<file path="config.mk">
export PLATFORM = sky130hd
export DESIGN_NAME = spi_cmd_engine
export DESIGN_NICKNAME = d
export VERILOG_FILES = /design/src/rtl/spi_cmd_pkg.sv /design/src/rtl/spi_cmd_clkdiv.sv /design/src/rtl/spi_cmd_regs.sv /design/src/rtl/spi_cmd_seq.sv /design/src/rtl/spi_cmd_engine.sv
export SDC_FILE = /design/constraint.sdc
export NUM_CORES = 1
export LEC_CHECK = 0
export ABC_CLOCK_PERIOD_IN_PS = 3400
export BUFFER_PORTS_ARGS = -buffer_cell sky130_fd_sc_hd__buf_2
export CAP_MARGIN = 15
export CORE_AREA = 2 2 160 162
export CTS_CLUSTER_DIAMETER = 100
export DETAILED_ROUTE_END_ITERATION = 6
export DIE_AREA = 0 0 162 164
export SYNTH_ARGS = -nofsm -noshare
export SYNTH_HDL_FRONTEND = slang
export SYNTH_SLANG_ARGS = --single-unit
</file>
<file path="constraint.sdc">
create_clock -name clk -period 3.4 [get_ports clk]
set_input_delay 0.17 -clock clk [delete_from_list [all_inputs] [get_ports clk]]
set_output_delay 0.17 -clock clk [all_outputs]
set_load 0.005 [all_outputs]
</file>
<file path="src/rtl/spi_cmd_pkg.sv">
package spi_cmd_pkg;

  localparam int CNT_W = 4;
  localparam logic [CNT_W-1:0] TX_LIMIT = 4'd8;
  localparam logic [CNT_W-1:0] RX_LIMIT = 4'd4;

  typedef enum logic [1:0] {
    SQ_IDLE  = 2'd0,
    SQ_SHIFT = 2'd1,
    SQ_FIN   = 2'd2
  } seq_state_t;

  function automatic logic [CNT_W-1:0] clamp_tx(input logic [CNT_W-1:0] n);
    return (n > TX_LIMIT) ? TX_LIMIT : n;
  endfunction

  function automatic logic [CNT_W-1:0] clamp_rx(input logic [CNT_W-1:0] n);
    return (n > RX_LIMIT) ? RX_LIMIT : n;
  endfunction

  // Byte k of the outgoing stream: command, address high to low, then payload LSB first.
  function automatic logic [7:0] tx_byte(input logic [31:0] cmd,
                                         input logic [31:0] pay,
                                         input logic [CNT_W-1:0] k);
    case (k)
      4'd0:    return cmd[7:0];
      4'd1:    return cmd[31:24];
      4'd2:    return cmd[23:16];
      4'd3:    return cmd[15:8];
      4'd4:    return pay[7:0];
      4'd5:    return pay[15:8];
      4'd6:    return pay[23:16];
      4'd7:    return pay[31:24];
      default: return 8'h00;
    endcase
  endfunction

  // Place received byte number k into its little-endian lane.
  function automatic logic [31:0] put_rx(input logic [31:0] w,
                                         input logic [CNT_W-1:0] k,
                                         input logic [7:0] b);
    logic [31:0] r;
    r = w;
    case (k)
      4'd0:    r[7:0]   = b;
      4'd1:    r[15:8]  = b;
      4'd2:    r[23:16] = b;
      4'd3:    r[31:24] = b;
      default: r = w;
    endcase
    return r;
  endfunction

endpackage

</file>
<file path="src/rtl/spi_cmd_clkdiv.sv">
module spi_cmd_clkdiv #(
  parameter int DIV = 4
) (
  input  logic clk,
  input  logic rst_n,
  input  logic run,
  output logic tick
);
  localparam int HALF = DIV / 2;
  localparam int CW   = (HALF > 1) ? $clog2(HALF) : 1;
  localparam logic [CW-1:0] LAST = CW'(HALF - 1);

  logic [CW-1:0] cnt;

  always_ff @(posedge clk) begin
    if (!rst_n || !run)   cnt <= '0;
    else if (cnt == LAST) cnt <= '0;
    else                  cnt <= cnt + 1'b1;
  end

  assign tick = run && (cnt == LAST);
endmodule

</file>
<file path="src/rtl/spi_cmd_regs.sv">
module spi_cmd_regs
  import spi_cmd_pkg::*;
(
  input  logic             clk,
  input  logic             rst_n,
  input  logic             we,
  input  logic [1:0]       addr,
  input  logic [31:0]      wdata,
  output logic [31:0]      rdata,
  input  logic             busy,
  input  logic             rx_load,
  input  logic [31:0]      rx_word,
  output logic [31:0]      cmd_q,
  output logic [31:0]      data_q,
  output logic             go,
  output logic [CNT_W-1:0] go_tx,
  output logic [CNT_W-1:0] go_rx
);
  logic [CNT_W-1:0] tx_q, rx_q;
  logic             wr_ok;

  assign wr_ok = we && !busy;
  assign go    = wr_ok && (addr == 2'd1) && wdata[8];
  assign go_tx = wdata[3:0];
  assign go_rx = wdata[7:4];

  always_ff @(posedge clk) begin
    if (!rst_n) begin
      cmd_q  <= '0;
      data_q <= '0;
      tx_q   <= '0;
      rx_q   <= '0;
    end else begin
      if (wr_ok && addr == 2'd0) cmd_q <= wdata;
      if (wr_ok && addr == 2'd1) begin
        tx_q <= wdata[3:0];
        rx_q <= wdata[7:4];
      end
      if (rx_load)                    data_q <= rx_word;
      else if (wr_ok && addr == 2'd2) data_q <= wdata;
    end
  end

  always_comb begin
    case (addr)
      2'd0:    rdata = cmd_q;
      2'd1:    rdata = {15'b0, busy, 7'b0, 1'b0, rx_q, tx_q};
      2'd2:    rdata = data_q;
      default: rdata = '0;
    endcase
  end
endmodule

</file>
<file path="src/rtl/spi_cmd_seq.sv">
module spi_cmd_seq
  import spi_cmd_pkg::*;
#(
  parameter int DIV = 4
) (
  input  logic             clk,
  input  logic             rst_n,
  input  logic             go,
  input  logic [CNT_W-1:0] go_tx,
  input  logic [CNT_W-1:0] go_rx,
  input  logic [31:0]      cmd,
  input  logic [31:0]      pay,
  input  logic             miso,
  output logic             sck,
  output logic             cs_n,
  output logic             mosi,
  output logic             busy,
  output logic             rx_phase,
  output logic             rx_load,
  output logic [31:0]      rx_word
);
  seq_state_t       st;
  logic [7:0]       sh;
  logic [2:0]       bit_i;
  logic [CNT_W-1:0] byte_i, n_tx, n_tot, t_eff, nxt_i;
  logic             rx_bit, tick;
  logic [7:0]       got;

  spi_cmd_clkdiv #(.DIV(DIV)) u_div (
    .clk  (clk),
    .rst_n(rst_n),
    .run  (st == SQ_SHIFT),
    .tick (tick)
  );

  assign t_eff    = clamp_tx(go_tx);
  assign nxt_i    = byte_i + 4'd1;
  assign got      = {sh[6:0], rx_bit};
  assign busy     = (st != SQ_IDLE);
  assign rx_phase = (st == SQ_SHIFT) && (byte_i >= n_tx);
  assign mosi     = rx_phase ? 1'b0 : sh[7];
  assign rx_load  = (st == SQ_FIN) && (n_tot != n_tx);

  always_ff @(posedge clk) begin
    if (!rst_n) begin
      st      <= SQ_IDLE;
      sck     <= 1'b0;
      cs_n    <= 1'b1;
      sh      <= '0;
      bit_i   <= '0;
      byte_i  <= '0;
      n_tx    <= '0;
      n_tot   <= '0;
      rx_bit  <= 1'b0;
      rx_word <= '0;
    end else begin
      case (st)
        SQ_IDLE: begin
          if (go && t_eff != '0) begin
            st      <= SQ_SHIFT;
            cs_n    <= 1'b0;
            sck     <= 1'b0;
            n_tx    <= t_eff;
            n_tot   <= t_eff + clamp_rx(go_rx);
            byte_i  <= '0;
            bit_i   <= '0;
            sh      <= tx_byte(cmd, pay, 4'd0);
            rx_word <= '0;
          end
        end
        SQ_SHIFT: begin
          if (tick) begin
            if (!sck) begin
              sck    <= 1'b1;
              rx_bit <= miso;
            end else begin
              sck <= 1'b0;
              if (bit_i == 3'd7) begin
                bit_i <= '0;
                if (byte_i >= n_tx) rx_word <= put_rx(rx_word, byte_i - n_tx, got);
                if (byte_i == n_tot - 4'd1) begin
                  st   <= SQ_FIN;
                  cs_n <= 1'b1;
                end else begin
                  byte_i <= nxt_i;
                  sh     <= (nxt_i < n_tx) ? tx_byte(cmd, pay, nxt_i) : 8'h00;
                end
              end else begin
                bit_i <= bit_i + 3'd1;
                sh    <= got;
              end
            end
          end
        end
        default: st <= SQ_IDLE;
      endcase
    end
  end
endmodule

</file>
<file path="src/rtl/spi_cmd_engine.sv">
module spi_cmd_engine
  import spi_cmd_pkg::*;
#(
  parameter int DIV = 4
) (
  input  logic        clk,
  input  logic        rst_n,
  input  logic        reg_we,
  input  logic [1:0]  reg_addr,
  input  logic [31:0] reg_wdata,
  output logic [31:0] reg_rdata,
  output logic        spi_sck,
  output logic        spi_cs_n,
  output logic        spi_mosi,
  input  logic        spi_miso
);
  logic             busy_w, go_w, rx_load_w, rx_phase_w;
  logic [CNT_W-1:0] go_tx_w, go_rx_w;
  logic [31:0]      cmd_w, data_w, rx_word_w;

  spi_cmd_regs u_regs (
    .clk    (clk),
    .rst_n  (rst_n),
    .we     (reg_we),
    .addr   (reg_addr),
    .wdata  (reg_wdata),
    .rdata  (reg_rdata),
    .busy   (busy_w),
    .rx_load(rx_load_w),
    .rx_word(rx_word_w),
    .cmd_q  (cmd_w),
    .data_q (data_w),
    .go     (go_w),
    .go_tx  (go_tx_w),
    .go_rx  (go_rx_w)
  );

  spi_cmd_seq #(.DIV(DIV)) u_seq (
    .clk     (clk),
    .rst_n   (rst_n),
    .go      (go_w),
    .go_tx   (go_tx_w),
    .go_rx   (go_rx_w),
    .cmd     (cmd_w),
    .pay     (data_w),
    .miso    (spi_miso),
    .sck     (spi_sck),
    .cs_n    (spi_cs_n),
    .mosi    (spi_mosi),
    .busy    (busy_w),
    .rx_phase(rx_phase_w),
    .rx_load (rx_load_w),
    .rx_word (rx_word_w)
  );
endmodule

</file>
==> Word level (Yosys, flattened, before mapping) <==
Index checks and enable logic that the tools add are counted.
{ "word_totals": {"register_bits": 133, "latch_bits": 0, "memories": 0, "rom_bits": 0, "ram_bits": 0} }
{ "classes": {"n_mul": 0, "reduce_logical": 34, "magnitude_cmp": 4, "n_shift": 0, "bitwise": 1, "muxes": 50, "n_div": 0, "add_sub_neg": 6, "n_eq_ne": 29} }
{ "op_table": {"columns": ["op", "n"], "rows": [
  ["32-bit 2-to-1 mux", 7],
  ["32-bit one-hot mux with 3 select lines", 1],
  ["8-bit 2-to-1 mux", 10],
  ["32-bit one-hot mux with 2 select lines", 1],
  ["8-bit one-hot mux with 8 select lines", 1],
  ["4-bit 2-to-1 mux", 7],
  ["7-bit AND reduction", 4],
  ["2-bit by 1-bit inequality test with 1-bit output, second input constant", 10],
  ["4-bit by 2-bit == test with 1-bit output, second input constant", 4],
  ["4-bit by 3-bit == test with 1-bit output, second input constant", 4],
  ["8-bit one-hot mux with 2 select lines", 1],
  ["3-bit 2-to-1 mux", 4],
  ["6-bit AND reduction", 2],
  ["2-bit 2-to-1 mux", 5],
  ["5-bit AND reduction", 2],
  ["1-bit logical AND", 9],
  ["4-bit by 1-bit == test with 1-bit output, second input constant", 2],
  ["4-bit logical NOT", 2],
  ["1-bit 2-to-1 mux", 8],
  ["4-bit one-hot mux with 2 select lines", 1],
  ["3-bit one-hot mux with 2 select lines", 1],
  ["3-bit AND reduction", 2],
  ["2-bit nonzero test", 3],
  ["4-bit by 1-bit adder with 4-bit output, second input constant", 1],
  ["other kinds (26)", 32]
]} }

==> Longest topological paths before layout <==
Gate-level depths: netlist of the first run.
{ "logic_depth": {"depth_word": 9, "depth_mapped": 12} }

==> Hierarchy <==
A second synthesis of the first run with hierarchy kept.
{ "unflattened": {"hier_cells": 956, "area_unflattened_um2": 7813.7} }
{ "by_module_without_submodules": {"columns": ["module", "cells_per_inst", "instances", "area_per_inst_um2"], "rows": [
  ["spi_cmd_seq", 513, 1, 4261.6],
  ["spi_cmd_regs", 440, 1, 3515.9],
  ["spi_cmd_clkdiv", 3, 1, 36.3]
]} }

==> Least setup slack after synthesis of the first run <==
No wires, ideal clock.
{ "synth_path": {"kind": "register to register", "from": "register u_seq.byte_i[1]", "to": "register u_seq.sh[4]", "arrival_time_ps": 2949, "setup_ps": 74, "slack_ps": 377, "period_less_slack_ps": 3023, "stages_incl_launch_ff": 12, "path_cell_list": "dfxtp_1 -> ha_1 -> clkbuf_1 -> clkbuf_1 -> xor2_1 -> ha_1 -> o21ai_0 -> a21oi_1 -> or4_1 -> clkbuf_1 -> a31o_1 -> a31oi_1"} }
{ "synth_between": {"elab_chain_len": 9} }
{ "synth_rtl": {"columns": ["element", "line_no", "source"], "rows": [
  ["start, declared", "spi_cmd_seq.sv:25", "logic [CNT_W-1:0] byte_i, n_tx, n_tot, t_eff, nxt_i;"],
  ["start signal, assigned", "spi_cmd_seq.sv:85", "byte_i <= nxt_i;"],
  ["4-bit by 1-bit adder with 4-bit output", "spi_cmd_seq.sv:37", "assign nxt_i = byte_i + 4'd1;"],
  ["4-bit by 3-bit == test with 1-bit output, or another cell as far along", "spi_cmd_pkg.sv:25", "case (k)"],
  ["8-bit one-hot mux with 8 select lines", "spi_cmd_pkg.sv:25", null],
  ["8-bit 2-to-1 mux", "spi_cmd_seq.sv:86", "sh <= (nxt_i < n_tx) ? tx_byte(cmd, pay, nxt_i) : 8'h00;"],
  ["8-bit 2-to-1 mux", "spi_cmd_seq.sv:81", "if (byte_i == n_tot - 4'd1) begin"],
  ["8-bit 2-to-1 mux", "spi_cmd_seq.sv:78", "if (bit_i == 3'd7) begin"],
  ["8-bit 2-to-1 mux", "spi_cmd_seq.sv:73", "if (!sck) begin"],
  ["8-bit 2-to-1 mux", "spi_cmd_seq.sv:72", "if (tick) begin"],
  ["8-bit one-hot mux with 2 select lines", "spi_cmd_seq.sv:57", "case (st)"],
  ["end signal, assigned", "spi_cmd_seq.sv:67", "sh <= tx_byte(cmd, pay, 4'd0);"],
  ["end signal, assigned", "spi_cmd_seq.sv:86", null],
  ["end signal, assigned", "spi_cmd_seq.sv:90", "sh <= got;"],
  ["end, declared", "spi_cmd_seq.sv:23", "logic [7:0] sh;"]
]} }
Several ways; a longest one is shown, not always the timed one. The select of a mux whose other input is x is not followed.
A chain may end at the register's enable or synchronous reset.

==> Final worst setup path of the first run <==
{ "layout_path": {"from": "register u_seq.byte_i[0]", "to": "register u_seq.rx_word[0]"} }
{ "layout_between": {"elab_chain_len": 4} }
{ "layout_rtl": {"columns": ["element", "line_no", "source"], "rows": [
  ["4-bit subtractor", "spi_cmd_seq.sv:80", "if (byte_i >= n_tx) rx_word <= put_rx(rx_word, byte_i - n_tx, got);"],
  ["4-bit logical NOT", "spi_cmd_pkg.sv:44", "case (k)"],
  ["2-bit by 1-bit inequality test with 1-bit output (no source line)", null, null],
  ["7-bit AND reduction (no source line) (*)", null, null],
  ["end signal, assigned", "spi_cmd_seq.sv:80", null],
  ["end, declared", "spi_cmd_seq.sv:20", "output logic [31:0] rx_word"]
]} }
Mark *: on every way between the ends. The rest lies on a longest branch, timed or not.

==> results.md, run 1 <==
- The via-per-instance ratio is 5.34.
- For this block, the initial DRC count from the detailed router was 580.
- The relative slew slack is 40.4%.
- TritonCTS built the clock tree.
- The cell area that synthesis handed to floorplanning was 7370 um2.
- The clock transition at the register clock pins on the worst setup and hold paths after CTS is 0.06 ns.
- The kind of path behind the tightest hold check is in -> reg.
- In this design, the stage delay of the slowest critical-path cell is 0.54 ns.
- The run finished, with violations left.
- Data on the critical path is required at its endpoint by 3.76 ns.
- The area of the core region is 24800 um2.
- Pin placement for this block handled 73 I/O pins.
- The number of antenna repair diodes is 0.
- The post-synthesis instance total is 835.
- The congestion estimate from routability-driven global placement came to 0.943.
- For the pin with the worst max-slew slack, the measured transition is 0.894 ns.
- No sink is reached through more buffers than the 2 on the longest clock path.
- The placed cell count is 1192.
- The clock network burns 48.4% of the power.
- The clock sink total is 133.
- In the synthesized netlist the dominant register cell turns out to be sky130_fd_sc_hd__dfxtp_1.
- The count of non-filler cells in the finished layout is 1227.
- Summed over all nets, the half-perimeter wirelength after detailed placement is 17400 um.
- For this run, the detailed router's first-pass iteration total came to 7.
- The fraction of final layout cells sized beyond drive strength 1 is 16.2%.
- The sort of element at the start of the critical path is a flop.
- The number of global-route vias before repair came to 6334.
- After synthesis the netlist holds a flip-flop and latch count of 133.
- After detailed routing, the number of remaining DRC violations is 3.
- Setup total negative slack on the finished layout was measured at 0 ns.
- Setup violations remaining at the end of the flow were counted as 0.
- Dividing total power by cell area gives a power density of 435 nW/um2.
- The total detailed-routing wirelength is 23800 um.
- Counting instances, the worst hold path has a depth of 3.
- CTS placed an instance of sky130_fd_sc_hd__clkbuf_16 at the clock tree root.
- The checks that failed: DRC.
- Grouping stages by cell kind, the critical path spends the most delay in simple AND/OR/NAND/NOR gates.
- The signal on the critical path passes through inv_1, ha_1, a21oi_1, o21ai_1, nand3_4, nor2_4, nor4b_4, a22o_1.
- The number of standard-cell rows in the floorplan is 58.
- The net switching power is 908 uW.
- The logic depth of the worst register-to-register path is 8.
- For this run, asynchronously set or reset flops after synthesis account for 0%.
- Setup repair after global routing left no endpoint under its margin.
- Synthesis instantiated 62 different standard cells from the library.
- The relative contribution of combinational cells to total power is 8.0%.
- The kind of end point of the critical path is a flop.
- The overall die area is 26600 um2.
- The hold violation count in the final report is 0.
- The sequential share of power is 43.6%.
- Measured along the x axis, the die boundary spans 162 um.
- The library cells used most frequently in the layout, excluding fill and tap cells, are sky130_fd_sc_hd__nand2_1, sky130_fd_sc_hd__dfxtp_1, sky130_fd_sc_hd__mux2i_1, sky130_fd_sc_hd__buf_2, sky130_fd_sc_hd__nor2_1.
- The first global-routing pass estimated 36300 um of wire.
- The worst-skew pair later-pin latency is 0.42 ns.
- The portion of the clock cycle consumed by the worst path in the final layout is 80.7%.
- The total number of cells along the worst setup path is 8.
- The maximum vdd ir drop is 0.000234 V.
- The number of antenna violations at the first check in global routing came to 0.
- The Yosys step of the flow raised 0 warnings.
- After detailed routing, the average wire length per cell comes to 19.4 um.
- For this design the static power due to leakage is 3.86 nW.
- Net switching is 24.1% of the power.
- The startpoint-to-endpoint class of the critical path is reg -> reg.
- The layout overhead on the synthesized area is 17.4%.
- The max-slew violation count came to 0.
- Entering global routing, the biggest net connects 92 pins.
- The tightest hold path in the finished design has a slack of 0.0185 ns.
- The final net count is 943.
- The tool flagged a number of max-cap violations equal to 0.
- In the global route stage, overall resource usage came out at 17.9%.
- The largest fanout of any net on the critical path is 11.
- Summing over every cut layer, the via total after detailed routing is 6551.
- The post-synthesis average cell area is 8.83 um2.
- Buffers inserted during clock tree synthesis total 17.
- The worst clock skew is 0.00836 ns.
- The H-tree was split into 4 levels.
- For this run, the top clock speed supported by timing is 0.364 GHz.
- Counting both buffers and inverters, the worst setup path holds a total of 1.
- The slowest stage of the critical path is the sky130_fd_sc_hd__dfxtp_1 cell.
- The number of nets in the synthesized netlist is 894.
- In this run the tool buffered the top-level ports with 72 buffer cells.
- At the worst endpoint, the arrival time is 3.10 ns.
- The die height is 164 um.
- The number of antenna-violating nets in the routed design is 0.
- The internal portion of the total power is 2.85 mW.
- The count of flip-flops with a built-in enable after synthesis is 0.
- Measured on the finished design, the core utilization comes to 34.9%.
- Global routing finished with a remaining overflow of 0.
- Sequential elements use 36.1% of the synthesized area.
- The shortest clock period the worst path allows after layout is 2.75 ns.
- Leaving out fill and tap cells, the most frequent cell in the layout is sky130_fd_sc_hd__nand2_1.
- The starting utilization of the core area is 29.7%.
==> through the flow <==
stage,setup WS (ns),area (um2),power (mW)
finish,0.655,8650,3.76
global route,0.479,8650,3.88
CTS,0.649,8650,3.79
detailed placement,0.664,8040,1.97
global placement,0.743,8040,1.97
floorplan,0.377,7370,1.85
==> worst reg2reg max path: cells and delay by family (launching register included) <==
family          cells  cell delay [ns]
simple gates        3             0.80
flops               1             0.54
buf+inv             1             0.15
compound gates      3             0.66
fa+ha+maj           1             0.53
==> state kept, by name, indices dropped and copies added (netlist names) <==
| name | count |
|---|---|
| u_seq.rx_bit | 1 |
| u_regs.rx_q | 4 |
| u_seq.cs_n | 1 |
| u_seq.sh | 8 |
| u_regs.tx_q | 4 |
| u_seq.bit_i | 3 |
| u_seq.n_tx | 4 |
| u_seq.sck | 1 |
| u_seq.byte_i | 4 |
| u_regs.cmd_q | 32 |
| u_seq.u_div.cnt | 1 |
| u_seq.n_tot | 4 |
| u_seq.rx_word | 32 |
| u_seq.st | 2 |
| u_regs.data_q | 32 |
==> cell families (layout without fill, tap and decap cells) <==
logic type	count (synthesis)	after routing	share of synthesized area (%)
flops	133	133	36.1
mux	88	88	12.0
buf+inv	79	141	4.17
compound gates	225	225	23.9
simple gates	274	274	18.1
xor+xnor	15	15	1.97
fa+ha+maj	21	21	3.77
==> power groups by stage <==
stage	Clock, mW	Combinational (mW)	Sequential (mW)
2_1_floorplan	0	0.201	1.65
3_3_place_gp	0	0.294	1.67
3_5_place_dp	0	0.297	1.67
4_1_cts	1.85	0.301	1.64
5_1_grt	1.91	0.330	1.64
6_report	1.82	0.301	1.64
==> synthesized netlist by cell type (4+ instances only) <==
master / instances / area, um2
sky130_fd_sc_hd__buf_1: 4 / 15.0
sky130_fd_sc_hd__nand2_1: 148 / 556
sky130_fd_sc_hd__nor3b_1: 6 / 45.0
sky130_fd_sc_hd__nor2b_1: 25 / 156
sky130_fd_sc_hd__inv_1: 15 / 56.3
sky130_fd_sc_hd__a222oi_1: 6 / 60.1
sky130_fd_sc_hd__mux2_2: 5 / 56.3
sky130_fd_sc_hd__nand3_1: 16 / 80.1
sky130_fd_sc_hd__o211a_1: 34 / 340
sky130_fd_sc_hd__nor2_1: 37 / 139
sky130_fd_sc_hd__mux2i_1: 83 / 831
sky130_fd_sc_hd__o22ai_1: 7 / 43.8
sky130_fd_sc_hd__a21boi_0: 35 / 263
sky130_fd_sc_hd__dfxtp_1: 133 / 2660
sky130_fd_sc_hd__buf_2: 9 / 45.0
sky130_fd_sc_hd__nor3_1: 5 / 25.0
sky130_fd_sc_hd__nand4_1: 7 / 43.8
sky130_fd_sc_hd__xor2_1: 4 / 35.0
sky130_fd_sc_hd__o21ai_0: 20 / 100
sky130_fd_sc_hd__ha_1: 19 / 238
sky130_fd_sc_hd__a21oi_1: 29 / 145
sky130_fd_sc_hd__a22o_1: 34 / 298
sky130_fd_sc_hd__clkbuf_1: 50 / 188
sky130_fd_sc_hd__o211ai_1: 8 / 60.1
sky130_fd_sc_hd__nand2b_1: 5 / 31.3
sky130_fd_sc_hd__a31oi_1: 8 / 50.1
sky130_fd_sc_hd__a22oi_1: 15 / 113
sky130_fd_sc_hd__xnor2_1: 10 / 87.6
==> timing repair <==
item                                    CTS  global route
endpoints found under the setup margin    0             0
endpoints found under the hold margin     3             0
hold buffers                              3             0
buffers inserted                          0             0
resized for setup                         0             0
==> metal layers <==
layer | global-route usage, % | share of wire (%)
met5 | 0 | 0
met4 | 8.33 | 4.0
met3 | 3.23 | 5.8
met2 | 29.9 | 48
met1 | 22.3 | 43
==> area by class of cell <==
cell class	instances	area [um2]
repair buffers	93	526
flip-flops and latches	133	2660
inverters	16	60.1
well taps	330	413
fillers	2550	16200
multi-input cells	623	4410
clock buffers	23	478
clock inverters	9	101
==> path summary, 6_finish.rpt <==
| path | start | to | slack, ns |
|---|---|---|---|
| worst max-delay path | u_seq.byte_i[0] | u_seq.rx_word[0] | 0.65 |
| worst min-delay path | reg_wdata[5] | u_regs.cmd_q[5] | 0.02 |
| worst min register to register | u_seq.bit_i[1] | u_seq.bit_i[1] | 0.47 |
| worst max register to register | u_seq.byte_i[0] | u_seq.rx_word[0] | 0.65 |
(Power assumes the default switching activity.)
==> inputs of run 2 (changes only) <==
- ABC_CLOCK_PERIOD_IN_PS: 3400 -> 2800
- clock period: 3.4 -> 2.8 ns (I/O delays scaled with it)
==> results.md, run 2 (same netlist as run 1, synthesis figures left out) <==
- The fill cell total of the finished layout is 2552 (+0.078%).
- The number of standard-cell rows in the floorplan was 58 (unchanged).
- The met2 capacity usage during global routing came to 30.2% (+0.29 points).
- The worst hold path terminates at u_regs.cmd_q[16].
- The total routing usage reported by global routing was 18.1% (+0.23 points).
- The standby leakage power is 4.03 nW (+4.4%).
- The number of antenna-violating nets in the routed design is 0 (unchanged).
- The hold violation count in the final report is 0 (unchanged).
- The cts-stage hold buffer count was 25 (+22).
- The relative slew slack is 42.9% (+2.5 points).
- The slew at the pin closest to its max-slew limit was 0.853 ns (-0.0410 ns).
- The number of antenna violations at the first check in global routing was 0 (unchanged).
- The via-per-instance ratio was 5.33 (-0.25%).
- The final worst hold slack is 0.0193 ns (+0.000794 ns).
- The number of setup violations in the final report was 0 (unchanged).
- From synthesis to final layout, the design area changed by 22.1%.
- The horizontal die dimension is 162 um (unchanged).
- The overall die area is 26600 um2 (unchanged).
- The initial DRC count came to 598 (+3.1%).
- The number of optimization iterations in the first detailed-route pass is 5 (-2).
- The root buffer cell is sky130_fd_sc_hd__clkbuf_16.
- Leaving out fill and tap cells, the most frequent cell in the layout is sky130_fd_sc_hd__nand2_1.
- The hold-critical path depth was 3 (unchanged).
- The count of cells resized by post-cts repair is 0 (unchanged).
- The maximum number of pins on one net before global-route repair came to 65 (-29%).
- The final non-filler cell area is 9000 um2 (+4.0%).
- The net switching power is 1.14 mW (+25%).
- The layer with the highest usage after global routing is met2.
- The number of setup buffers added after CTS is 0 (unchanged).
- The register-to-register path setup slack was 0.18 ns (-0.47 ns).
- The endpoint required time on the critical path is 3.16 ns (-0.60 ns).
- The clock transition at the register clock pins on the worst setup and hold paths after CTS came to 0.06 ns (about the same).
- The post-place instance area is 8160 um2 (+1.4%).
- The startpoint-to-endpoint class of the critical path is reg -> reg.
- STA classifies the critical path startpoint as a flop.
- The maximum vdd ir drop is 0.000359 V (+53%).
- The largest registers in the layout are u_regs.cmd_q (32), u_regs.data_q (32), u_seq.rx_word (32).
- The critical path data arrival time is 2.98 ns (-0.12 ns).
- The reg-to-reg startpoint is u_seq.byte_i[1].
- The number of global-route vias before repair is 6488 (+2.4%).
- The wire length of the first global-routing pass is 37200 um (+2.3%).
- The clock tree from TritonCTS is done.
- The part of the power in the clock network is 48.5% (about the same).
- The portion of the clock cycle consumed by the worst path in the final layout is 93.4% (+13 points).
- The number of H-tree branching levels is 4 (unchanged).
- The final net count is 977 (+3.6%).
- In this run the worst hold path is classified as in -> reg.
- The shortest clock period the worst path allows after layout is 2.62 ns (-0.129 ns).
- The DRC violations left came to 0 (-3).
- The starting utilization of the core area is 29.7% (unchanged).
- The logic depth of the worst register-to-register path came to 9 (+1).
- The worst hold path startpoint is reg_wdata[16].
- The total detailed-routing wirelength is 23800 um (+0.13%).
- The max-slew violation count came to 0 (unchanged).
- The number of max-cap violations was 0 (unchanged).
- The kind of end point of the critical path is a flop.
- The number of antenna repair diodes is 0 (unchanged).
- The met1 usage in global routing was 23.2% (+0.90 points).
- The run finished with clean final reports.
- The HPWL reported at the end of detailed placement came to 17600 um (+0.95%).
- The worst clock skew is 0.00604 ns (-0.00232 ns).
- Setup repair after global routing left no endpoint under its margin.
- The area of the core region was 24800 um2 (unchanged).
- The internal power consumption is 3.49 mW (+22%).
- In this run the critical register-to-register path is captured at u_seq.sh[4].
- The count of buffers from port buffering is 72 (unchanged).
- The setup TNS after final layout is 0 ns (unchanged).
- The via count is 6716 (+2.5%).
- The number of buffers on the longest clock path came to 2 (unchanged).
- The fraction of final layout cells sized beyond drive strength 1 is 17.2% (+1.0 points).
- The average wire per standard cell was 18.9 um (-2.6%).
- The sequential share of power is 42.9% (-0.7 points).
- The relative contribution of combinational cells to total power is 8.6% (+0.6 points).
- The weighted congestion at the end of routability-driven global placement is 0.940 (-0.37%).
- The global routing usage on met3 was 2.55% (-0.68 points).
- The number of I/O pins is 73 (unchanged).
- The switching share of power is 24.6% (+0.41 points).
- The largest fanout of any net on the critical path was 8 (-3).
- The power density over cell area is 514 nW/um2 (+18%).
- The maximum frequency from static timing analysis is 0.382 GHz (+4.9%).
- The worst-skew pair later-pin latency is 0.43 ns (about the same).
- The die height is 164 um (unchanged).
- The number of buffers added by the clock tree synthesis step was 17 (unchanged).
- The clock sink total is 133 (unchanged).
- The overflow left after global routing is 0 (unchanged).
- In the layout the commonest cells are sky130_fd_sc_hd__nand2_1, sky130_fd_sc_hd__dfxtp_1, sky130_fd_sc_hd__mux2i_1, sky130_fd_sc_hd__buf_2, sky130_fd_sc_hd__nor2_1.
[run 2: cell count changes in the layout (fill, tap and decap cells not counted), sizes merged]
cell         change
inv              +2
clkinvlp         +1
dlygate4sd3     +22
clkbuf           -3
buf             +12
[run 2: critical path, stage by stage, from the launching register on]
cell and delay [ns]:
sky130_fd_sc_hd__dfxtp_1 0.51, sky130_fd_sc_hd__buf_4 0.19, sky130_fd_sc_hd__nand3_1 0.08, sky130_fd_sc_hd__xnor2_1 0.27, sky130_fd_sc_hd__ha_1 0.27, sky130_fd_sc_hd__o21ai_0 0.08
sky130_fd_sc_hd__a21oi_1 0.06, sky130_fd_sc_hd__or4_1 0.66, sky130_fd_sc_hd__a31o_1 0.28, sky130_fd_sc_hd__a31oi_1 0.15
[run 2: area by class of cell]
type                            instances  area [um2]  area share (%)
Inverter                               16        60.1           0.667
Clock inverter                         12         126            1.40
Sequential cell                       133        2660            29.6
Tap cell                              330         413            4.59
Multi-Input combinational cell        623        4410            49.0
Timing Repair Buffer                  127         861            9.56
Clock buffer                           20         467            5.18
[run 2: power groups by stage]
stage	sequential, mW	combinational [mW]	clock (mW)
floorplan	2.00	0.244	0
global placement	2.03	0.365	0
detailed placement	2.03	0.370	0
CTS	1.99	0.398	2.28
global route	1.99	0.434	2.37
finish	1.99	0.397	2.24
[run 2: stage by stage]
step                std cells  setup slack (ns)  power (mW)  util [%]
detailed placement       1204             0.210        2.40      32.9
floorplan                 835            0.0138        2.24         -
global route             1261           0.00588        4.79      36.3
finish                   1261             0.184        4.63      36.3
CTS                      1261             0.191        4.66      36.3
global placement         1204             0.274        2.39      32.9
[run 2: layer usage]
metal / wire length, um / share of wire (%)
met1: 10400 / 44
met2: 11200 / 47
met3: 1380 / 5.8
met4: 914 / 3.8
met5: 0 / 0
[run 2: worst max-delay path by stage]
stage | start | to | slack [ns] | cells past startpoint
6_report | u_seq.byte_i[1] | u_seq.sh[4] | 0.18 | 9
3_3_place_gp | u_seq.byte_i[1] | u_seq.sh[4] | 0.27 | 9
5_1_grt | u_seq.byte_i[1] | u_seq.sh[4] | 0.006 | 9
3_5_place_dp | u_seq.byte_i[1] | u_seq.sh[4] | 0.21 | 9
2_1_floorplan | u_seq.byte_i[1] | u_seq.sh[4] | 0.01 | 11
4_1_cts | u_seq.byte_i[1] | u_seq.sh[4] | 0.19 | 9
==> inputs of run 3 (changes only) <==
- CORE_AREA: 2 2 160 162 -> 2 2 119 121
- DIE_AREA: 0 0 162 164 -> 0 0 121 123
- PLACE_DENSITY: not set -> 0.74
==> results.md, run 3 (same netlist as run 1, synthesis figures left out) <==
- The run finished, with violations left.
- The checks that failed: DRC.
- The via count is 6850 (+2.0%).
- The overall die area came to 14900 um2 (-44%).
- The relative contribution of combinational cells to total power is 8.4% (-0.2 points).
- The initial DRC count is 748 (+25%).
- The number of global-route vias before repair is 6300 (-2.9%).
- The number of buffers on the longest clock path is 2 (unchanged).
- The maximum vdd ir drop is 0.000421 V (+17%).
- The wire length of the first global-routing pass came to 35400 um (-4.8%).
- The kind of path behind the tightest hold check is in -> reg.
- The via-per-instance ratio is 6.15 (+16%).
- The net switching power was 1.15 mW (+0.97%).
- The final standard cell utilization of the core came to 64.9% (+29 points).
- The total detailed-routing wirelength came to 22900 um (-3.9%).
- The number of antenna repair diodes is 0 (unchanged).
- The setup TNS after final layout was 0 ns (unchanged).
- The fraction of final layout cells sized beyond drive strength 1 came to 17.6% (+0.39 points).
- The number of H-tree branching levels is 4 (unchanged).
- The total routing usage reported by global routing is 31.2% (+13 points).
- The final net count is 979 (+0.20%).
- The horizontal die dimension came to 121 um (-25%).
- STA classifies the critical path startpoint as a flop.
- The sequential share of power is 42.3% (-0.6 points).
- The count of buffers from port buffering is 72 (unchanged).
- The starting utilization of the core area came to 54.2% (+24 points).
- The HPWL reported at the end of detailed placement is 16000 um (-9.0%).
- The max-slew violation count is 0 (unchanged).
- The clock tree from TritonCTS is done.
- The maximum frequency from static timing analysis is 0.380 GHz (-0.53%).
- The number of standard-cell rows in the floorplan is 43 (-26%).
- The number of antenna-violating nets in the routed design is 0 (unchanged).
- The kind of end point of the critical path is a flop.
- The overflow left after global routing is 0 (unchanged).
- The number of max-cap violations came to 0 (unchanged).
- The post-layout total power came to 4.70 mW (+1.6%).
- The number of I/O pins came to 73 (unchanged).
- The average wire per standard cell is 20.6 um (+8.9%).
- The largest registers in the layout are u_regs.cmd_q (32), u_regs.data_q (32), u_seq.rx_word (32).
- The number of antenna violations at the first check in global routing is 1 (+1).
- The number of optimization iterations in the first detailed-route pass was 7 (+2).
- The critical path data arrival time is 2.98 ns (about the same).
- The clock sink total is 133 (unchanged).
- The DRC violations left came to 2 (+2).
- Leaving out fill and tap cells, the most frequent cell in the layout is sky130_fd_sc_hd__nand2_1.
- The layout overhead on the synthesized area is 19.8%.
- Setup repair after global routing left no endpoint under its margin.
- The maximum number of pins on one net before global-route repair came to 74 (+14%).
- The hold violation count in the final report is 0 (unchanged).
- The internal power consumption is 3.56 mW (+1.8%).
- The power density over cell area is 532 nW/um2 (+3.5%).
- The relative slew slack came to 36.4% (-6.5 points).
- The top cell types in the final layout, fill and taps aside, are sky130_fd_sc_hd__nand2_1, sky130_fd_sc_hd__dfxtp_1, sky130_fd_sc_hd__mux2i_1, sky130_fd_sc_hd__buf_2, sky130_fd_sc_hd__nor2_1.
- The largest fanout of any net on the critical path is 9 (+1).
- The shortest clock period the worst path allows after layout was 2.63 ns (+0.0139 ns).
- The portion of the clock cycle consumed by the worst path in the final layout was 93.9% (+0.50 points).
- The standby leakage power is 4.04 nW (+0.17%).
- The endpoint required time on the critical path is 3.15 ns (about the same).
- The number of setup violations in the final report came to 0 (unchanged).
- The root buffer cell is sky130_fd_sc_hd__clkbuf_16.
- The clock transition at the register clock pins on the worst setup and hold paths after CTS came to 0.06 ns (about the same).
- The critical path in this run is classified as reg -> reg.
- The slew at the pin closest to its max-slew limit is 0.949 ns (+0.0963 ns).
- The die height was 123 um (-25%).
- The part of the power in the clock network is 49.3% (+0.8 points).
- The area of the core region was 13600 um2 (-45%).
- The worst clock skew is 0.00552 ns (-0.000520 ns).
- The worst-skew pair later-pin latency is 0.42 ns (about the same).
- The number of buffers added by the clock tree synthesis step is 17 (unchanged).
- The weighted congestion at the end of routability-driven global placement is 0.970 (+3.2%).
- The switching share of power is 24.4% (-0.16 points).
run 3: power groups by stage:
| stage | Sequential, mW | Clock [mW] | Combinational [mW] |
|---|---|---|---|
| 3_3_place_gp | 2.03 | 0 | 0.358 |
| 5_1_grt | 1.99 | 2.42 | 0.429 |
| 4_1_cts | 1.99 | 2.32 | 0.391 |
| 6_report | 1.99 | 2.32 | 0.394 |
| 3_5_place_dp | 2.03 | 0 | 0.362 |
| 2_1_floorplan | 2.00 | 0 | 0.244 |
run 3: critical path, cell delays in order, from the launching register on:
cell	delay, ns
sky130_fd_sc_hd__dfxtp_1	0.35
sky130_fd_sc_hd__buf_4	0.19
sky130_fd_sc_hd__nand3_1	0.11
sky130_fd_sc_hd__xnor2_1	0.34
sky130_fd_sc_hd__ha_1	0.30
sky130_fd_sc_hd__o21ai_0	0.08
sky130_fd_sc_hd__a21oi_1	0.06
sky130_fd_sc_hd__or4_1	0.69
sky130_fd_sc_hd__a21oi_1	0.21
sky130_fd_sc_hd__a211oi_1	0.07
sky130_fd_sc_hd__a21oi_1	0.15
run 3: worst paths after layout:
kind / startpoint / slack (ns) / cells past startpoint / end
max: u_seq.byte_i[0] / 0.17 / 10 / u_seq.sh[0]
min: reg_wdata[9] / 0.01 / 3 / u_regs.cmd_q[9]
max reg2reg: u_seq.byte_i[0] / 0.17 / 10 / u_seq.sh[0]
min reg2reg: u_seq.rx_word[3] / 0.48 / 1 / u_seq.rx_word[3]
run 3: final cells by class:
class	instances	area (um2)
fill	1169	4780
clock inverter	13	155
timing repair buffer	129	863
clock buffer	19	453
inverter	16	60.1
sequential	133	2670
multi-input combinational	623	4410
tap	180	225
run 3: per-layer routing:
metal	up-vias	wire [um]	track usage (%)
li1	3196	-	-
met1	3250	9940	41.3
met2	345	10200	48.2
met3	57	2140	9.13
met4	2	651	11.7
met5	-	13	0
run 3: what timing repair did:
action / 4_1_cts / 5_1_grt
buffers inserted: 0 / 0
hold buffers: 25 / 0
resized for setup: 0 / 2
endpoints found under the setup margin: 0 / 16
hold endpoints to repair: 25 / 0
run 3: metrics by stage:
stage	area (um2)	instances	hold WS [ns]	setup WS, ns
5_1_grt	8830	1113	0.00710	0.0184
3_3_place_gp	7970	1056	0.407	0.252
6_report	8830	1113	0.0123	0.170
2_1_floorplan	7380	835	0.285	0.0138
4_1_cts	8830	1113	0.00446	0.0859
3_5_place_dp	7970	1056	0.406	0.137
